$ cat src/rtl/sfh_pkg.sv
package sfh_pkg;

   typedef enum logic [1:0] {
      SEG_OPCODE  = 2'd0,
      SEG_ADDRESS = 2'd1,
      SEG_PAYLOAD = 2'd2
   } seg_e;

   // Which part of a transfer a byte index falls in.
   function automatic seg_e seg_of(input int unsigned idx, input int unsigned n_addr);
      if (idx == 0)
         return SEG_OPCODE;
      else if (idx <= n_addr)
         return SEG_ADDRESS;
      else
         return SEG_PAYLOAD;
   endfunction

endpackage

$ cat src/rtl/sfh_edge_hold.sv
module sfh_edge_hold #(
   parameter bit HOLD_EN = 1'b1
) (
   input  logic clk,
   input  logic rst_n,
   input  logic cs_n,
   input  logic sck,
   input  logic hold_n,
   input  logic wide_mode,
   output logic rise_ev,
   output logic fall_ev,
   output logic hold_active
);

   logic sck_q;
   logic hold_q;
   logic raw_rise;
   logic raw_fall;

   always_ff @(posedge clk or negedge rst_n) begin
      if (!rst_n) begin
         sck_q  <= 1'b0;
         hold_q <= 1'b1;
      end else begin
         sck_q  <= sck;
         hold_q <= hold_n;
      end
   end

   assign raw_rise = sck & ~sck_q;
   assign raw_fall = ~sck & sck_q;

   generate
      if (HOLD_EN) begin : g_hold
         logic hold_r;
         logic hold_edge;
         logic qualify;

         assign hold_edge = hold_n ^ hold_q;
         // the pause level is taken only while the clock is low
         assign qualify   = raw_fall | (hold_edge & ~sck);

         always_ff @(posedge clk or negedge rst_n) begin
            if (!rst_n)
               hold_r <= 1'b0;
            else if (cs_n | wide_mode)
               hold_r <= 1'b0;
            else if (qualify)
               hold_r <= ~hold_n;
         end

         assign hold_active = hold_r;


         hold_enter_low_chk: assert property (@(posedge clk) disable iff (!rst_n)
            (!cs_n && !wide_mode && $fell(hold_n) && !sck) |=> hold_active);

         hold_enter_late_chk: assert property (@(posedge clk) disable iff (!rst_n)
            (!cs_n && !wide_mode && !hold_n && $fell(sck)) |=> hold_active);

         hold_exit_low_chk: assert property (@(posedge clk) disable iff (!rst_n)
            (!cs_n && !wide_mode && hold_active && $rose(hold_n) && !sck) |=> !hold_active);

         wide_no_hold_chk: assert property (@(posedge clk) disable iff (!rst_n)
            wide_mode |=> !hold_active);
      end else begin : g_nohold
         assign hold_active = 1'b0;
      end
   endgenerate

   assign rise_ev = raw_rise & ~cs_n & ~hold_active;
   assign fall_ev = raw_fall & ~cs_n & ~hold_active;


   frozen_edges_chk: assert property (@(posedge clk) disable iff (!rst_n)
      hold_active |-> !(rise_ev || fall_ev));

endmodule

$ cat src/rtl/sfh_rx_deser.sv
module sfh_rx_deser #(
   parameter int WORD_W = 8,
   localparam int CNT_W = $clog2(WORD_W)
) (
   input  logic              clk,
   input  logic              rst_n,
   input  logic              clr,
   input  logic              shift_en,
   input  logic              sdi,
   output logic              last_bit,
   output logic              done,
   output logic [WORD_W-1:0] word,
   output logic [CNT_W-1:0]  cnt
);

   localparam logic [CNT_W-1:0] LAST = CNT_W'(WORD_W - 1);

   logic [WORD_W-2:0] sr;

   assign last_bit = shift_en & (cnt == LAST);

   always_ff @(posedge clk or negedge rst_n) begin
      if (!rst_n) begin
         sr   <= '0;
         cnt  <= '0;
         done <= 1'b0;
         word <= '0;
      end else begin
         done <= 1'b0;
         if (clr) begin
            sr  <= '0;
            cnt <= '0;
         end else if (shift_en) begin
            sr <= (WORD_W-1)'({sr, sdi});
            if (cnt == LAST) begin
               cnt  <= '0;
               done <= 1'b1;
               word <= {sr, sdi};
            end else begin
               cnt <= cnt + 1'b1;
            end
         end
      end
   end


   done_after_rise_chk: assert property (@(posedge clk) disable iff (!rst_n)
      done |-> $past(shift_en));

endmodule

$ cat src/rtl/sfh_tx_ser.sv
module sfh_tx_ser #(
   parameter int WORD_W = 8
) (
   input  logic              clk,
   input  logic              rst_n,
   input  logic              clr,
   input  logic              arm,
   input  logic              shift_en,
   input  logic [WORD_W-1:0] load_val,
   output logic              sdo,
   output logic              take
);

   logic [WORD_W-1:0] sr;
   logic              pend;

   always_ff @(posedge clk or negedge rst_n) begin
      if (!rst_n) begin
         sr   <= '0;
         pend <= 1'b0;
         take <= 1'b0;
      end else begin
         take <= 1'b0;
         if (clr) begin
            sr   <= '0;
            pend <= 1'b0;
         end else begin
            if (arm)
               pend <= 1'b1;
            if (shift_en) begin
               if (pend) begin
                  sr   <= load_val;
                  pend <= 1'b0;
                  take <= 1'b1;
               end else begin
                  sr <= {sr[WORD_W-2:0], 1'b0};
               end
            end
         end
      end
   end

   assign sdo = sr[WORD_W-1];


   take_on_fall_chk: assert property (@(posedge clk) disable iff (!rst_n)
      take |-> $past(shift_en));

endmodule

$ cat src/rtl/sflash_hold_frontend.sv
module sflash_hold_frontend
   import sfh_pkg::*;
#(
   parameter int WORD_W     = 8,
   parameter int ADDR_BYTES = 3,
   parameter bit HOLD_EN    = 1'b1,
   localparam int ADDR_W    = WORD_W * ADDR_BYTES
) (
   input  logic              clk,
   input  logic              rst_n,
   input  logic              cs_n,
   input  logic              sck,
   input  logic              sdi,
   input  logic              hold_n,
   input  logic              wide_mode,
   output logic              sdo,
   output logic              sdo_oe,
   output logic              op_valid,
   output logic [WORD_W-1:0] op_code,
   output logic              addr_valid,
   output logic [ADDR_W-1:0] addr,
   output logic              wr_valid,
   output logic [WORD_W-1:0] wr_byte,
   input  logic [WORD_W-1:0] tx_byte,
   output logic              tx_take
);

   localparam int ACC_W = ADDR_W - WORD_W;
   localparam int IDX_W = $clog2(ADDR_BYTES + 2);
   localparam int CNT_W = $clog2(WORD_W);
   localparam logic [IDX_W-1:0] LAST_IDX      = IDX_W'(ADDR_BYTES + 1);
   localparam logic [IDX_W-1:0] LAST_ADDR_IDX = IDX_W'(ADDR_BYTES);

   generate
      if (WORD_W < 2) begin : g_bad_word
         $error("WORD_W must be at least 2");
      end
      if (ADDR_BYTES < 2) begin : g_bad_addr
         $error("ADDR_BYTES must be at least 2");
      end
   endgenerate

   logic              rise_ev;
   logic              fall_ev;
   logic              hold_active;
   logic              last_bit;
   logic              rx_done;
   logic [WORD_W-1:0] rx_word;
   logic [CNT_W-1:0]  rx_cnt;
   logic [IDX_W-1:0]  idx;
   logic [ACC_W-1:0]  acc;
   seg_e              seg;

   sfh_edge_hold #(.HOLD_EN(HOLD_EN)) u_edge (
      .clk        (clk),
      .rst_n      (rst_n),
      .cs_n       (cs_n),
      .sck        (sck),
      .hold_n     (hold_n),
      .wide_mode  (wide_mode),
      .rise_ev    (rise_ev),
      .fall_ev    (fall_ev),
      .hold_active(hold_active)
   );

   sfh_rx_deser #(.WORD_W(WORD_W)) u_rx (
      .clk     (clk),
      .rst_n   (rst_n),
      .clr     (cs_n),
      .shift_en(rise_ev),
      .sdi     (sdi),
      .last_bit(last_bit),
      .done    (rx_done),
      .word    (rx_word),
      .cnt     (rx_cnt)
   );

   sfh_tx_ser #(.WORD_W(WORD_W)) u_tx (
      .clk     (clk),
      .rst_n   (rst_n),
      .clr     (cs_n),
      .arm     (last_bit),
      .shift_en(fall_ev),
      .load_val(tx_byte),
      .sdo     (sdo),
      .take    (tx_take)
   );

   // byte framing: instruction, address bytes, then payload
   always_ff @(posedge clk or negedge rst_n) begin
      if (!rst_n) begin
         idx <= '0;
         acc <= '0;
      end else if (cs_n) begin
         idx <= '0;
         acc <= '0;
      end else if (rx_done) begin
         if (idx != LAST_IDX)
            idx <= idx + 1'b1;
         if (seg == SEG_ADDRESS)
            acc <= (acc << WORD_W) | ACC_W'(rx_word);
      end
   end

   assign seg        = seg_of(32'(idx), ADDR_BYTES);
   assign op_valid   = rx_done & (seg == SEG_OPCODE);
   assign addr_valid = rx_done & (seg == SEG_ADDRESS) & (idx == LAST_ADDR_IDX);
   assign wr_valid   = rx_done & (seg == SEG_PAYLOAD);
   assign op_code    = rx_word;
   assign wr_byte    = rx_word;
   assign addr       = {acc, rx_word};
   assign sdo_oe     = ~cs_n & ~hold_active;


   desel_clears_hold_chk: assert property (@(posedge clk) disable iff (!rst_n)
      cs_n |=> !hold_active);

   desel_no_pulse_chk: assert property (@(posedge clk) disable iff (!rst_n)
      (cs_n && $past(cs_n)) |-> !(op_valid || addr_valid || wr_valid));

   one_pulse_chk: assert property (@(posedge clk) disable iff (!rst_n)
      $onehot0({op_valid, addr_valid, wr_valid}));

   hold_freezes_bits_chk: assert property (@(posedge clk) disable iff (!rst_n)
      (hold_active && !cs_n) |=> $stable(rx_cnt));

endmodule

$ cat config.mk
export PLATFORM = sky130hd
export DESIGN_NAME = sflash_hold_frontend
export DESIGN_NICKNAME = d
export VERILOG_FILES = /design/src/rtl/sfh_pkg.sv /design/src/rtl/sfh_edge_hold.sv /design/src/rtl/sfh_rx_deser.sv /design/src/rtl/sfh_tx_ser.sv /design/src/rtl/sflash_hold_frontend.sv
export SDC_FILE = /design/constraint.sdc
export NUM_CORES = 1
export LEC_CHECK = 0
export BUFFER_PORTS_ARGS = -buffer_cell sky130_fd_sc_hd__buf_4
export CORE_MARGIN = 2
export CORE_UTILIZATION = 53
export CTS_CLUSTER_SIZE = 16
export DETAILED_ROUTE_END_ITERATION = 8
export MAX_ROUTING_LAYER = met4
export PLACE_DENSITY = 0.86
export RECOVER_POWER = 100
export SYNTH_ARGS = -nofsm -noshare
export SYNTH_HDL_FRONTEND = slang
export SYNTH_SLANG_ARGS = --single-unit
export TNS_END_PERCENT = 30
$ cat constraint.sdc
create_clock -name clk -period 2.83 [get_ports clk]
set_input_delay 0.283 -clock clk [delete_from_list [all_inputs] [get_ports clk]]
set_output_delay 0.283 -clock clk [all_outputs]
set_load 0.01 [all_outputs]
-- After elaboration in Yosys (flattened, before gate mapping)
Cells that the tools add are included.
- bits in registers: 51
- input bits: 15
- logic and storage cells: 81
- $add $sub $neg: 2
- $lt $le $gt $ge: 1
- equal/unequal tests: 5
- muxes and demuxes: 28
- bitwise logic cells: 22
- reduce and logical (&&, ||, !) cells: 11
- operator list (operator ; number):
    2-to-1 mux 16 bit ; 3
    2-to-1 mux 8 bit ; 3
    2-to-1 mux 3 bit ; 6
    bitwise OR 16 x 8 -> 16 bit ; 1
    2-to-1 mux 7 bit ; 2
    bitwise AND 1 bit ; 13
    2-to-1 mux 1 bit ; 12
    nonzero test 2 bit ; 6
    adder 3 x 1 -> 3 bit (second input constant) ; 2
    inverter 1 bit ; 5
    2-to-1 mux 2 bit ; 2
    AND reduction 2 bit ; 2
    == test 3 x 2 -> 1 bit (second input constant) ; 1
    == test 3 bit (second input constant) ; 1
    less-or-equal comparator 3 x 2 -> 1 bit (second input constant) ; 1
    logical NOT 3 bit ; 1
    inequality test 3 bit (second input constant) ; 1
    AND reduction 3 bit ; 1
    == test 2 x 1 -> 1 bit (second input constant) ; 1
    == test 2 bit (second input constant) ; 1
    logical NOT 2 bit ; 1
    bitwise OR 1 bit ; 2
    XOR 1 bit ; 1

-- Longest topological paths before layout
- depth in word-level cells: 9
- depth in mapped cells: 7
- gate-level depth less buffers: 5

-- By module
From an unflattened synthesis, not the netlist that was laid out.
- cells, all modules: 210
- area total of the unflattened synthesis: 2528.7 um2
- by module, submodules not included (module ; times used ; cells each ; area each (um2) ; sequential area each (um2)):
    sflash_hold_frontend ; 1 ; 103 ; 1114.8 ; 475.5
    sfh_rx_deser ; 1 ; 55 ; 805.8 ; 475.5
    sfh_tx_ser ; 1 ; 42 ; 473.0 ; 250.2
    sfh_edge_hold ; 1 ; 10 ; 135.1 ; 76.3

-- Worst setup path before layout
OpenSTA, ideal clock, no wires.
- kind: register to register
- start: register idx[0]
- end: register acc[10]
- arrival time: 1.468 ns
- data required time: 2.704 ns
- path slack: 1.236 ns
- stages on the path, launching flop included: 7
- path through: dfrtp_1 ha_1 ha_1 o211a_1 buf_4 buf_4 mux2i_1
- longest elaborated chain between the ends: 6
- elaborated cells on any way between the ends: 7
- those cells by class: order compare (1); eq/ne (1); mux (2); reduce/logical (3)
- ends and longest elaborated chain (what ; RTL line ; source):
    start, declared ; sflash_hold_frontend.sv:50 ; logic [IDX_W-1:0] idx;
    start signal, assigned ; sflash_hold_frontend.sv:99 ; idx <= idx + 1'b1;
    less-or-equal comparator 3 x 2 -> 1 bit ; sfh_pkg.sv:13 ; else if (idx <= n_addr)
    2-to-1 mux 2 bit ; sfh_pkg.sv:13 ;
    2-to-1 mux 2 bit (*) ; sfh_pkg.sv:11 ; if (idx == 0)
    == test 2 x 1 -> 1 bit (*) ; sflash_hold_frontend.sv:100 ; if (seg == SEG_ADDRESS)
    nonzero test 2 bit (no source line) (*) ; -- ;
    AND reduction 2 bit (no source line) (*) ; -- ;
    end signal, assigned ; sflash_hold_frontend.sv:101 ; acc <= (acc << WORD_W) | ACC_W'(rx_word);
    end, declared ; sflash_hold_frontend.sv:51 ; logic [ACC_W-1:0] acc;
Every way passes the cells marked *; elsewhere a longest branch is shown, timed or not.
A chain may end at the register's enable or synchronous reset.

-- Worst setup path in the final report
- start: register u_edge.g_hold.hold_r (netlist: u_edge.hold_active)
- end: register u_rx.word[0]
- longest elaborated chain between the ends: 3
- ends and longest elaborated chain (what ; RTL line ; source):
    start, declared ; sfh_edge_hold.sv:35 ; logic hold_r;
    start signal, assigned ; sfh_edge_hold.sv:49 ; hold_r <= ~hold_n;
    inverter 1 bit ; sfh_edge_hold.sv:71 ; assign rise_ev = raw_rise & ~cs_n & ~hold_active;
    bitwise AND 1 bit ; sfh_edge_hold.sv:71 ;
    AND reduction 3 bit (no source line) ; -- ;
    end signal, assigned ; sfh_rx_deser.sv:38 ; word <= {sr, sdi};
    end, declared ; sfh_rx_deser.sv:12 ; output logic [WORD_W-1:0] word,
Every way passes these cells.

==> summary.txt <==
outcome: completed
asr flop ratio synth: 100%
Tcrit/Tclk final: 78.6%
crit start category: flip-flop
Final Hold Viols: 0
clk slew on worst S/H paths: 0.09 ns
H-tree levels: 2
Die W: 72.8 um
worst hold slack: 0.0932 ns
CTS tree: yes
final setup vio count: 0
cts repair resizes: 0
leading area contributor after synthesis: dfrtp_1
leakage power: 1.18 nW
Avg Cell Area, Syn: 11.6 um2
ranking of synthesized cells by area: dfrtp_1 (50%), mux2i_1 (10%), nand2b_1 (9.0%), buf_4 (5.7%), mux2_2 (3.6%)
CP max-delay cell: nor4b_1
largest net degree at the start of global routing: 52
r2r startpoint: u_edge.hold_active$_DFFE_PN0P_
max-cap viol count: 0
clk sink count: 51
CP peak stage delay: 1.04 ns
Slew Limit Fails: 0
Post-DRT Antenna Nets: 0
Tmin final: 2.23 ns
GP Congestion: 0.775
WL final: 4570 um
Worst-Skew Late Latency: 0.30 ns
syn_nets: 236
routed length per instance: 14.6 um
Synth Flop Type: dfrtp_1
# DRC: 0
cell count after synthesis: 216
Pint: 992 uW
Worst setup EP type: flip-flop
Bufs on Longest Clock Path: 2
top post-synthesis cells by count: dfrtp_1 (50), nand2b_1 (36), mux2i_1 (26)
worst hold path class: input pin to flip-flop
core box area: 0.00463 mm2
hold_sp: hold_n
pwr/cell area: 464 mW/mm2
Overflow after GRT: 0
row cnt: 25
First-pass DRT Iterations: 4
Least-Margin Pin Slew: 1.27 ns
CP startpoint: u_edge.hold_active$_DFFE_PN0P_
Pwr Total: 1.27 mW
vias per cell: 5.23
# IOs: 61
area delta synth->final: 8.79%
Clock Power Share: 35.4%
antenna violations before repair: 0
share of cells above drive strength 1: 13.2%
setup TNS: 0 ns
CTS Buf Count: 5
Initial Util: 54.1%
YS warnings: 0
vias in the first global route: 1590
RSZ-0062 raised after global routing: false
Max FO, Critical Path: 9
postcts setup bufs: 0
Post-synth EDFFs: 0
cells along the critical path: nor4b_1 > nand2_4 > mux2_2
Synth Cell Area: 0.00251 mm2
top-count cell post-synth: dfrtp_1
Sw Share: 21.6%
NetSw: 273 uW
Worst VDD drop: 0.000235 V
kind of critical path: flip-flop to flip-flop
dpl hpwl: 3040 um
# diodes: 0
IO Port Bufs: 60
Die Span Y: 72.8 um
crit path DAT: 2.41 ns
via count: 1633
Root Buffer: clkbuf_8
# hold bufs at CTS: 0
Synth top area share: 49.9%
global-route wire length before repair: 7600 um
CP delay by family, top: simple AND/OR/NAND/NOR gates
die area: 0.00529 mm2
Worst Path Required: 3.01 ns
Worst Skew: 0.00840 ns
Final #Nets: 277
fmax: 0.449 GHz
Total GRT Usage: 19.1%
Buffers & Inverters on Critical Path: 0
Gate power share: 5.7%
Sequential Power Share: 58.9%
sequential area share after synthesis: 51.0%
DRT iter0 DRCs: 126
library cells used by synthesis: 33
FF+latch count, synth: 51
relative slew slack: 14.3%
[area by class of cell]
type / count / area [um2]
inverters: 5 / 18.8
fillers: 447 / 1900
flip-flops and latches: 51 / 1280
clock buffers: 8 / 100
multi-input cells: 133 / 983
repair buffers: 61 / 279
well taps: 54 / 67.6
[per-stage QoR]
stage | setup WS (ns) | utilization (%) | cell area [um2] | cells
3_5_place_dp | 0.953 | 61.3 | 2840 | 304
2_1_floorplan | 1.24 | - | 2510 | 216
6_report | 0.604 | 58.9 | 2730 | 312
5_1_grt | 0.423 | 58.9 | 2730 | 312
4_1_cts | 0.932 | 63.5 | 2940 | 312
3_3_place_gp | 1.05 | 61.3 | 2840 | 304
[worst register-to-register path, cell delays in order (launching register included)]
cell and delay (ns):
dfrtp_1 0.46, nor4b_1 1.05, nand2_4 0.25, mux2_2 0.36
[cells by family (layout without fill, tap and decap cells)]
logic type                 count (synthesis)  after routing  synth area share, %
and+or+nand+nor                           67             67                 16.5
DFF                                       51             51                 51.0
muxes                                     34             34                 14.0
buffers and inverters                     32             74                 8.44
AOI/OAI and AO/OA                         26             26                 7.29
adders and majority gates                  5              5                 2.50
xor gates and xnor gates                   1              1                0.350
[per-layer routing]
layer  up-vias  track usage (%)  share of wire [%]  wire [um]
li1        797                -                  -          -
met1       800             25.4                 46       2080
met2        31             30.0                 50       2270
met3         5             2.62                3.1        140
met4         0             7.00                1.6         74
met5         -                -                  0          0
[power by group through the flow]
stage	Sequential (mW)	Clock (mW)	Combinational, mW
global placement	0.759	0	0.0777
CTS	0.746	0.463	0.0801
detailed placement	0.760	0	0.0794
finish	0.745	0.448	0.0722
floorplan	0.759	0	0.0420
global route	0.747	0.483	0.0824
[flip-flops by register name, summed over array words and instances, names as in the netlist, 3 cells and up]
signal,count
u_rx.sr,7
idx,3
u_rx.cnt,3
u_tx.sr,8
u_rx.word,8
acc,16
[placed cells by master, fill, tap and decap left out, types with 2 or more instances in the layout]
cell and count:
nor2_1 12, mux2i_1 26, dfrtp_1 50, a21oi_1 5
nand2b_1 36, ha_1 5, o21ai_0 8, inv_1 5
buf_4 12, mux2_2 8, a211oi_1 6, nand2_1 7
clkbuf_8 7, nor3b_1 2, clkbuf_1 48, and3_1 2
[final timing paths]
check	endpoint	slack [ns]	cells past startpoint
hold reg to reg	u_rx.cnt[0]$_DFFE_PN0P_	0.51	1
hold / removal	u_edge.hold_q$_DFF_PN1_	0.09	1
setup / recovery	u_rx.word[0]$_DFFE_PN0P_	0.60	3
max in group asynchronous	u_rx.word[5]$_DFFE_PN0P_	1.86	1
min in group asynchronous	acc[2]$_DFFE_PN0P_	0.24	1
setup reg to reg	u_rx.word[0]$_DFFE_PN0P_	0.60	3
Note: power is estimated with default switching activity, not from simulation.
